<file path="src/rtl/adc_csr_unit.sv">
module adc_csr_unit #(
  parameter int ADDR_W = 4,
  parameter logic [ADDR_W-1:0] CSR_ADDR = 4'h8
) (
  input  logic              clk,
  input  logic              rst_n,
  input  logic              standby,
  input  logic [ADDR_W-1:0] bus_addr,
  input  logic [7:0]        bus_wdata,
  input  logic              bus_wr,
  input  logic              bus_rd,
  output logic [7:0]        bus_rdata,
  input  logic              conv_done,
  input  logic [2:0]        conv_chan,
  input  logic              dtc_ack,
  output logic              irq,
  output logic              conv_start,
  output logic              conv_scan,
  output logic              conv_clksel,
  output logic [2:0]        conv_ch
);
  logic       flag, armed;
  logic [6:0] ctl;

  wire hit    = (bus_addr == CSR_ADDR);
  wire wr_hit = bus_wr && hit;
  wire rd_hit = bus_rd && hit;
  wire set_ev = conv_done && (!ctl[4] || conv_chan == ctl[2:0]);
  wire clr_ev = dtc_ack || (wr_hit && armed && !bus_wdata[7]);

  always_ff @(posedge clk or negedge rst_n) begin
    if (!rst_n) begin
      flag  <= 1'b0;
      armed <= 1'b0;
      ctl   <= '0;
    end else if (standby) begin
      flag  <= 1'b0;
      armed <= 1'b0;
      ctl   <= '0;
    end else begin
      if (set_ev)      flag <= 1'b1;
      else if (clr_ev) flag <= 1'b0;
      if (wr_hit)      armed <= 1'b0;
      else if (rd_hit && flag) armed <= 1'b1;
      if (wr_hit)      ctl <= bus_wdata[6:0];
    end
  end

  assign bus_rdata   = rd_hit ? {flag, ctl} : 8'h00;
  assign irq         = flag && ctl[6];
  assign conv_start  = ctl[5];
  assign conv_scan   = ctl[4];
  assign conv_clksel = ctl[3];
  assign conv_ch     = ctl[2:0];

  AST_STANDBY_ZERO: assert property (@(posedge clk) disable iff (!rst_n)
    standby |=> (!flag && ctl == '0));
  AST_SW_NO_SET: assert property (@(posedge clk) disable iff (!rst_n)
    (wr_hit && !flag && !conv_done) |=> !flag);
  AST_UNARMED_HOLD: assert property (@(posedge clk) disable iff (!rst_n)
    (wr_hit && !armed && flag && !dtc_ack && !standby) |=> flag);
  AST_ACK_CLEAR: assert property (@(posedge clk) disable iff (!rst_n)
    (dtc_ack && !conv_done) |=> !flag);
  AST_DONE_WINS: assert property (@(posedge clk) disable iff (!rst_n)
    (conv_done && !conv_scan && !standby) |=> flag);
  AST_IRQ_RAISE: assert property (@(posedge clk) disable iff (!rst_n)
    ($rose(flag) && ctl[6]) |-> irq);
endmodule

</file>
<file path="config.mk">
export PLATFORM = sky130hd
export DESIGN_NAME = adc_csr_unit
export DESIGN_NICKNAME = d
export VERILOG_FILES = /design/src/rtl/adc_csr_unit.sv
export SDC_FILE = /design/constraint.sdc
export NUM_CORES = 1
export LEC_CHECK = 0
export CAP_MARGIN = 15
export CORE_MARGIN = 4
export CORE_UTILIZATION = 34
export CTS_CLUSTER_SIZE = 40
export DETAILED_ROUTE_END_ITERATION = 10
export PLACE_DENSITY = 0.78
export SYNTH_ARGS = -nofsm -noshare
export SYNTH_HDL_FRONTEND = slang
export SYNTH_SLANG_ARGS = --single-unit
</file>
<file path="constraint.sdc">
create_clock -name clk -period 1.4 [get_ports clk]
set_input_delay 0.28 -clock clk [delete_from_list [all_inputs] [get_ports clk]]
set_output_delay 0.28 -clock clk [all_outputs]
set_load 0.005 [all_outputs]
</file>
Word-level counts from Yosys, hierarchy flattened
Index checks and enable logic that the tools add are counted.

operators by class
  eq/ne operators = 2
  muxes and demuxes = 9
  reductions and logical operators = 14

operator list
  kind                                        number
  2-to-1 mux 7 bit                            2
  2-to-1 mux 8 bit                            1
  logical AND 1 bit                           7
  2-to-1 mux 1 bit                            6
  nonzero test 3 bit                          2
  equality test 4 bit, second input constant  1
  equality test 3 bit                         1
  zero test 1 bit                             2
  logical OR 1 bit                            2
  nonzero test 2 bit                          1

storage, ports and cells
  register bits after elaboration = 9
  input bits = 22
  output and inout port bits = 15
  logic and storage cells = 28

Longest topological paths before layout
Gate-level depths: netlist of run 1.

  depth after elaboration = 8
  gate-level depth with buffers = 4

Least setup slack after synthesis of run 1
No wires, ideal clock.

  path type = input port to output port
  from = input bus_addr[2]
  to = output bus_rdata[4]
  arrival = 1.013 ns
  path slack = 0.107 ns
  stages = 3
  path buffers = 1
  path through = nor4b_4 -> buf_2 -> and3_1

on the way
  word-level cells in the longest chain between the ends = 3

RTL lines
  what                 RTL line  text
  from (decl)          8         input logic [ADDR_W-1:0] bus_addr,
  equality test 4 bit  25        wire hit = (bus_addr == CSR_ADDR);
  logical AND 1 bit    27        wire rd_hit = bus_rd && hit;
  2-to-1 mux 8 bit     49        assign bus_rdata = rd_hit ? {flag, ctl} : 8'h00;
  to (decl)            12        output logic [7:0] bus_rdata,

Every way passes these cells.

Worst setup path after layout of run 1
  from = input bus_addr[1]
  to = output bus_rdata[1]

Same word-level chain as after synthesis.

==> qor.yml, run 1 <==
slew_violations: 0
power_frac_clock_pct: 34.1
cts.sinks: 9
globalRoute.totalOverflow: 0
worstSetupPathType: "input port to primary output"
syn_to_final_growth_pct: 99.5
max_freq_mhz: 644
cp_common_cell: "buf_6"
ys_ff_latch: 9
grt_pass1_vias: 670
syn_area_per_cell_um2: 9.05
die_h_um: 48.0
wire_per_inst_um: 18.3
grt_pass1_wl_mm: 3.17
dr.pass1.iters: 4
vias: 701
slowest_stage: "nor4b_4"
rsz0062_at_grt: "yes"
drive_gt1_share_pct: 37.7
fin_cells: 130
hold_viol_final: 0
syn_inst: 60
synth.cell_area_um2: 543
cp_top_family: "simple AND/OR/NAND/NOR gates"
holdCritPathClass: "input port to asynchronous set/reset pin"
fill_cells: 103
port_buffers: 36
wl_mm: 2.38
final_util_pct: 71.9
ant_nets: 0
pin_count: 37
fin_skew_ns: 0.00547
switchingPower_w: 0.000164
power_w: 0.000616
diodes: 0
grt_max_degree: 10
startpoint_type: "input port"
initial_core_util_pct: 36.0
peakVddDrop_v: 0.000473
p_per_area_mw_per_mm2: 569
crit_required_ns: 1.12
power_frac_comb_pct: 22.6
dp_hpwl_mm: 1.52
relSlewSlack_pct: 68.3
rows: 14
cts_buffers: 3
root_buffer: "clkbuf_4"
synth.distinct_cells: 18
violations: "setup timing"
cts_max_level: 1
period_needed_ns: 1.55
antenna_found_initial: 0
drc_errors: 0
clk_latency_ns: 0.27
slowest_delay_ns: 0.33
clock_path_buffers: 2
yosysSeqAreaShare_pct: 41.5
die_x_um: 48.0
die_area_mm2: 0.00230
p_leak_nw: 0.578
fin_ws_ns: -0.153
internal-power_w: 0.000453
crit_fanout: 3
dp_slack_ns: -0.803
path_clk_slew_ns: 0.07
gr-usage-all-layers_pct: 21.3
final_common_cell: "buf_4"
nets: 137
gp_congestion: 0.815
cts_tree: "done"
finalSetupViolations: 8
yosysWarnings: 0
crit_arrival_ns: 1.27
power_frac_seq_pct: 43.4
drt_iter0_drc: 22
mostFrequentLayoutCells: "buf_4 (18), clkdlybuf4s50_1 (16), o21ai_1 (9), dfrtp_1 (9)"
fp.coreArea_mm2: 0.00151
cp_num_buf_inv: 4
crit_chain: "buf_8 > nor4b_4 > buf_2 > buf_6 > and3_4 > buf_6"
placed_cells: 113
worst-slew-pin-transition_ns: 0.475
sw_frac_of_total_pct: 26.5
status: "complete, but fails checks"
end_kind: "primary output"
cap_violations: 0
timing.final.crit_share_pct: 111
routed_via_density: 5.39
syn_nets: 82
==> Yosys cell counts <==
cell | number | area [um^2]
inv_1 | 1 | 3.75
or4b_1 | 1 | 10.0
buf_4 | 3 | 22.5
dfrtp_1 | 9 | 225
buf_2 | 2 | 10.0
and2_1 | 1 | 6.26
o31a_1 | 1 | 8.76
xor2_1 | 3 | 26.3
nand3_1 | 7 | 35.0
clkbuf_1 | 2 | 7.51
o21a_1 | 1 | 7.51
o21ai_1 | 9 | 45.0
and3_1 | 8 | 50.1
nand3b_1 | 1 | 7.51
nor4b_4 | 1 | 23.8
a21oi_1 | 8 | 40.0
nor3b_1 | 1 | 7.51
nand2b_1 | 1 | 6.26
==> logic make-up after synthesis <==
kind of cell / count (synthesis) / share of synthesized area, %
DFF: 9 / 41.5
AOI/OAI and AO/OA: 19 / 18.7
xor gates and xnor gates: 3 / 4.84
buffers and inverters: 8 / 8.06
and+or+nand+nor: 21 / 27.0
==> area by class of cell <==
| type | count | area (um^2) | share of cell area [%] |
|---|---|---|---|
| Clock inverter | 1 | 5.00 | 0.462 |
| Timing Repair Buffer | 57 | 508 | 46.9 |
| Clock buffer | 3 | 22.5 | 2.08 |
| Multi-Input combinational cell | 43 | 299 | 27.6 |
| Sequential cell | 9 | 225 | 20.8 |
| Tap cell | 16 | 20.0 | 1.85 |
| Inverter | 1 | 3.75 | 0.346 |
==> repair_timing <==
| item | 4_1_cts | 5_1_grt |
|---|---|---|
| setup buffers | 12 | 1 |
| hold buffers | 0 | 0 |
| endpoints found under the setup margin | 23 | 10 |
| gates resized for setup | 68 | 7 |
| cloned | 1 | 0 |
| pin swaps | 4 | 3 |
==> worst register-to-register path, stage by stage, from the launching register on <==
cell	delay, ns
dfrtp_1	0.38
buf_4	0.14
buf_4	0.13
xor2_1	0.17
o31a_1	0.24
o21ai_1	0.11
==> power by group through the flow <==
stage / Combinational [W] / Clock, W / Sequential [W]
after global placement: 0.000117 / 0 / 0.000273
after floorplan: 0.0000306 / 0 / 0.000272
after CTS: 0.000134 / 0.000219 / 0.000267
final: 0.000139 / 0.000210 / 0.000267
after detailed placement: 0.000122 / 0 / 0.000273
after global routing: 0.000147 / 0.000232 / 0.000267
==> stage by stage <==
step / area, um^2 / TNS, ns / hold WS [ns]
floorplan: 543 / 0 / -0.0156
global placement: 943 / -9.03 / 0.509
detailed placement: 943 / -10.12 / 0.505
CTS: 1060 / -0.623 / 0.320
global route: 1080 / -1.22 / 0.345
finish: 1080 / -0.947 / 0.334
==> path summary, 6_finish.rpt <==
kind | start | to | slack (ns) | cells after the start
max | bus_addr[1] | bus_rdata[1] | -0.15 | 6
min | rst_n | ctl[3] | 0.33 | 1
max reg2reg | ctl[2] | flag | 0.18 | 5
min reg2reg | armed | armed | 0.53 | 1
max in group asynchronous | rst_n | ctl[2] | 0.74 | 1
min in group clk | armed | armed | 0.53 | 1
==> sequential cells by signal, indices dropped and copies added, names as in the netlist <==
register  cells
flag          1
armed         1
ctl           7
==> layer usage <==
metal  wire, um  global-route usage [%]  up-vias
met4         18                    11.8        0
met3        211                    6.02        2
li1           -                       -      325
met2       1220                    35.1       35
met1        930                    24.5      339
met5          0                       0        -
No activity file was read; power rests on OpenSTA's default activity.
==> run 2: changes to the inputs <==
==> constraint.sdc (replaced) <==
create_clock -name clk -period 1.4 [get_ports clk]
set_input_delay 0.21 -clock clk [delete_from_list [all_inputs] [get_ports clk]]
set_output_delay 0.21 -clock clk [all_outputs]
set_load 0.005 [all_outputs]
==> run 2 against run 1 <==
The flow now finishes without violations. Global-route usage shrank 2.8 points. Utilization shrank 4.2 points. Critical path depth shrank 5. Routed wire length shrank 18%. Sequential share of layout area grew 1.3 points. Critical endpoint is now conv_clksel. Flip-flop and latch count is the same.
==> qor.yml, run 2 (synthesis gave the netlist of run 1 again) <==
status: "finished clean"
die_x_um: 48.0
die_area_mm2: 0.00230
antenna_found_initial: 0
grt_pass1_wl_mm: 2.86
crit_chain: "clkdlybuf4s50_1"
slowest_stage: "clkdlybuf4s50_1"
crit_arrival_ns: 1.13
dr.pass1.iters: 4
syn_to_final_growth_pct: 88.0
final_common_cell: "clkdlybuf4s50_1"
ant_nets: 0
crit_required_ns: 1.19
drt_iter0_drc: 15
grtUsageMet2_pct: 31.7
p_leak_nw: 0.544
regArea_um2: 225
grt_max_degree: 10
fin_ws_ns: 0.0598
holdCritPathClass: "input port to asynchronous set/reset pin"
wire_per_inst_um: 15.7
fill_cells: 120
cap_violations: 0
cts.sinks: 9
whs_ns: 0.234
p_per_area_mw_per_mm2: 600
r2r.worst_path.cells: 4
grt_pass1_vias: 630
globalRoute.totalOverflow: 0
drc_errors: 0
rows: 14
startpoint_type: "flop"
vias: 655
gr-usage-all-layers_pct: 18.4
mostFrequentLayoutCells: "clkdlybuf4s50_1 (18), buf_4 (15), o21ai_1 (9), dfrtp_1 (9), a21oi_1 (8)"
power_w: 0.000612
cts_max_level: 1
timing.rr.start: "ctl[1]"
timing.final.crit_share_pct: 95.7
cts_hold_buf: 0
pin_count: 37
nets: 132
ff2ff_setup_slack_ns: 0.23
top_regs: "ctl: 7 flops, armed: 1 flops, flag: 1 flops"
root_buffer: "clkbuf_4"
worst_r2r_endpoint: "flag"
clk_latency_ns: 0.27
routed_via_density: 5.24
regMostFlops: "ctl"
grt_use_met3_pct: 6.02
slowest_delay_ns: 0.51
drive_gt1_share_pct: 30.3
slew_violations: 0
port_buffers: 36
clock_path_buffers: 2
period_needed_ns: 1.34
dp_hpwl_mm: 1.43
path_clk_slew_ns: 0.07
hold_viol_final: 0
cts_tree: "done"
crit_fanout: 3
die_h_um: 48.0
multi_input_area_um2: 289
use_met1_pct: 21.5
dp_slack_ns: -0.623
worstSetupPathType: "flop to primary output"
fp.coreArea_mm2: 0.00151
wl_mm: 1.96
finalSetupViolations: 0
fin_skew_ns: 0.00488
rsz0062_at_grt: "no"
largest_register_ffs: 7
end_kind: "primary output"
diodes: 0
cts_buffers: 3
cp_top_family: "buffers and inverters"
relSlewSlack_pct: 71.2
max_freq_mhz: 746
final_util_pct: 67.8
peakVddDrop_v: 0.000547
grt_busiest_layer: "met2"
gp_congestion: 0.813
initial_core_util_pct: 36.0
worst-slew-pin-transition_ns: 0.430
cp_num_buf_inv: 1
## run 2: cell types whose count changed in the layout (fill, tap and decap cells not counted), moves of 2 or more
cell / before / now
buf_4: 18 / 15
buf_6: 8 / 4
and3_1: 3 / 5
and3_4: 5 / 3
clkdlybuf4s50_1: 16 / 18
## run 2: cell type report
class | instances | area share (%)
multi-input combinational | 43 | 28.3
clock inverter | 1 | 0.490
sequential | 9 | 22.1
inverter | 1 | 0.368
tap | 16 | 1.96
timing repair buffer | 52 | 44.6
clock buffer | 3 | 2.21
## run 2: power breakdown
group	total (W)	internal, W	switching, W	leakage [nW]
clock	0.000218	0.000106	0.000112	0.0177
sequential	0.000268	0.000265	0.00000305	0.124
combinational	0.000126	0.0000782	0.0000481	0.402
## run 2: through the flow
stage	area, um^2	cells	TNS (ns)
after floorplan	543	60	0
after global placement	928	111	-7.29
after detailed placement	928	111	-7.84
after CTS	1010	125	0
after global routing	1020	125	0
final	1020	125	0
## run 2: metal layers
metal  routed length, um  vias to the layer above
met5                   0                        -
met4                   6                        0
met3                 189                        2
met2                 950                       30
met1                 812                      308
li1                    -                      315
## run 2: worst register-to-register path: cells and delay by family (launching register included)
kind / cells / cell delay [ns]
compound gates: 2 / 0.43
xor+xnor: 1 / 0.15
buf+inv: 1 / 0.14
flops: 1 / 0.38
## run 2: worst max path at each step
stage / slack, ns / cells past startpoint / start / endpoint
3_3_place_gp: -0.59 / 5 / bus_addr[2] / bus_rdata[7]
6_report: 0.06 / 1 / ctl[3] / conv_clksel
4_1_cts: 0.005 / 7 / bus_addr[0] / bus_rdata[4]
3_5_place_dp: -0.62 / 5 / bus_addr[2] / bus_rdata[7]
5_1_grt: 0.006 / 1 / ctl[0] / conv_ch[0]
2_1_floorplan: 0.22 / 4 / bus_addr[2] / ctl[0]
## run 2: timing repair
item                       in CTS  in global routing
gates cloned                    1                  0
setup endpoints to repair      20                  6
setup buffers                   9                  1
pin swaps                       1                  1
gates resized for setup        48                  6
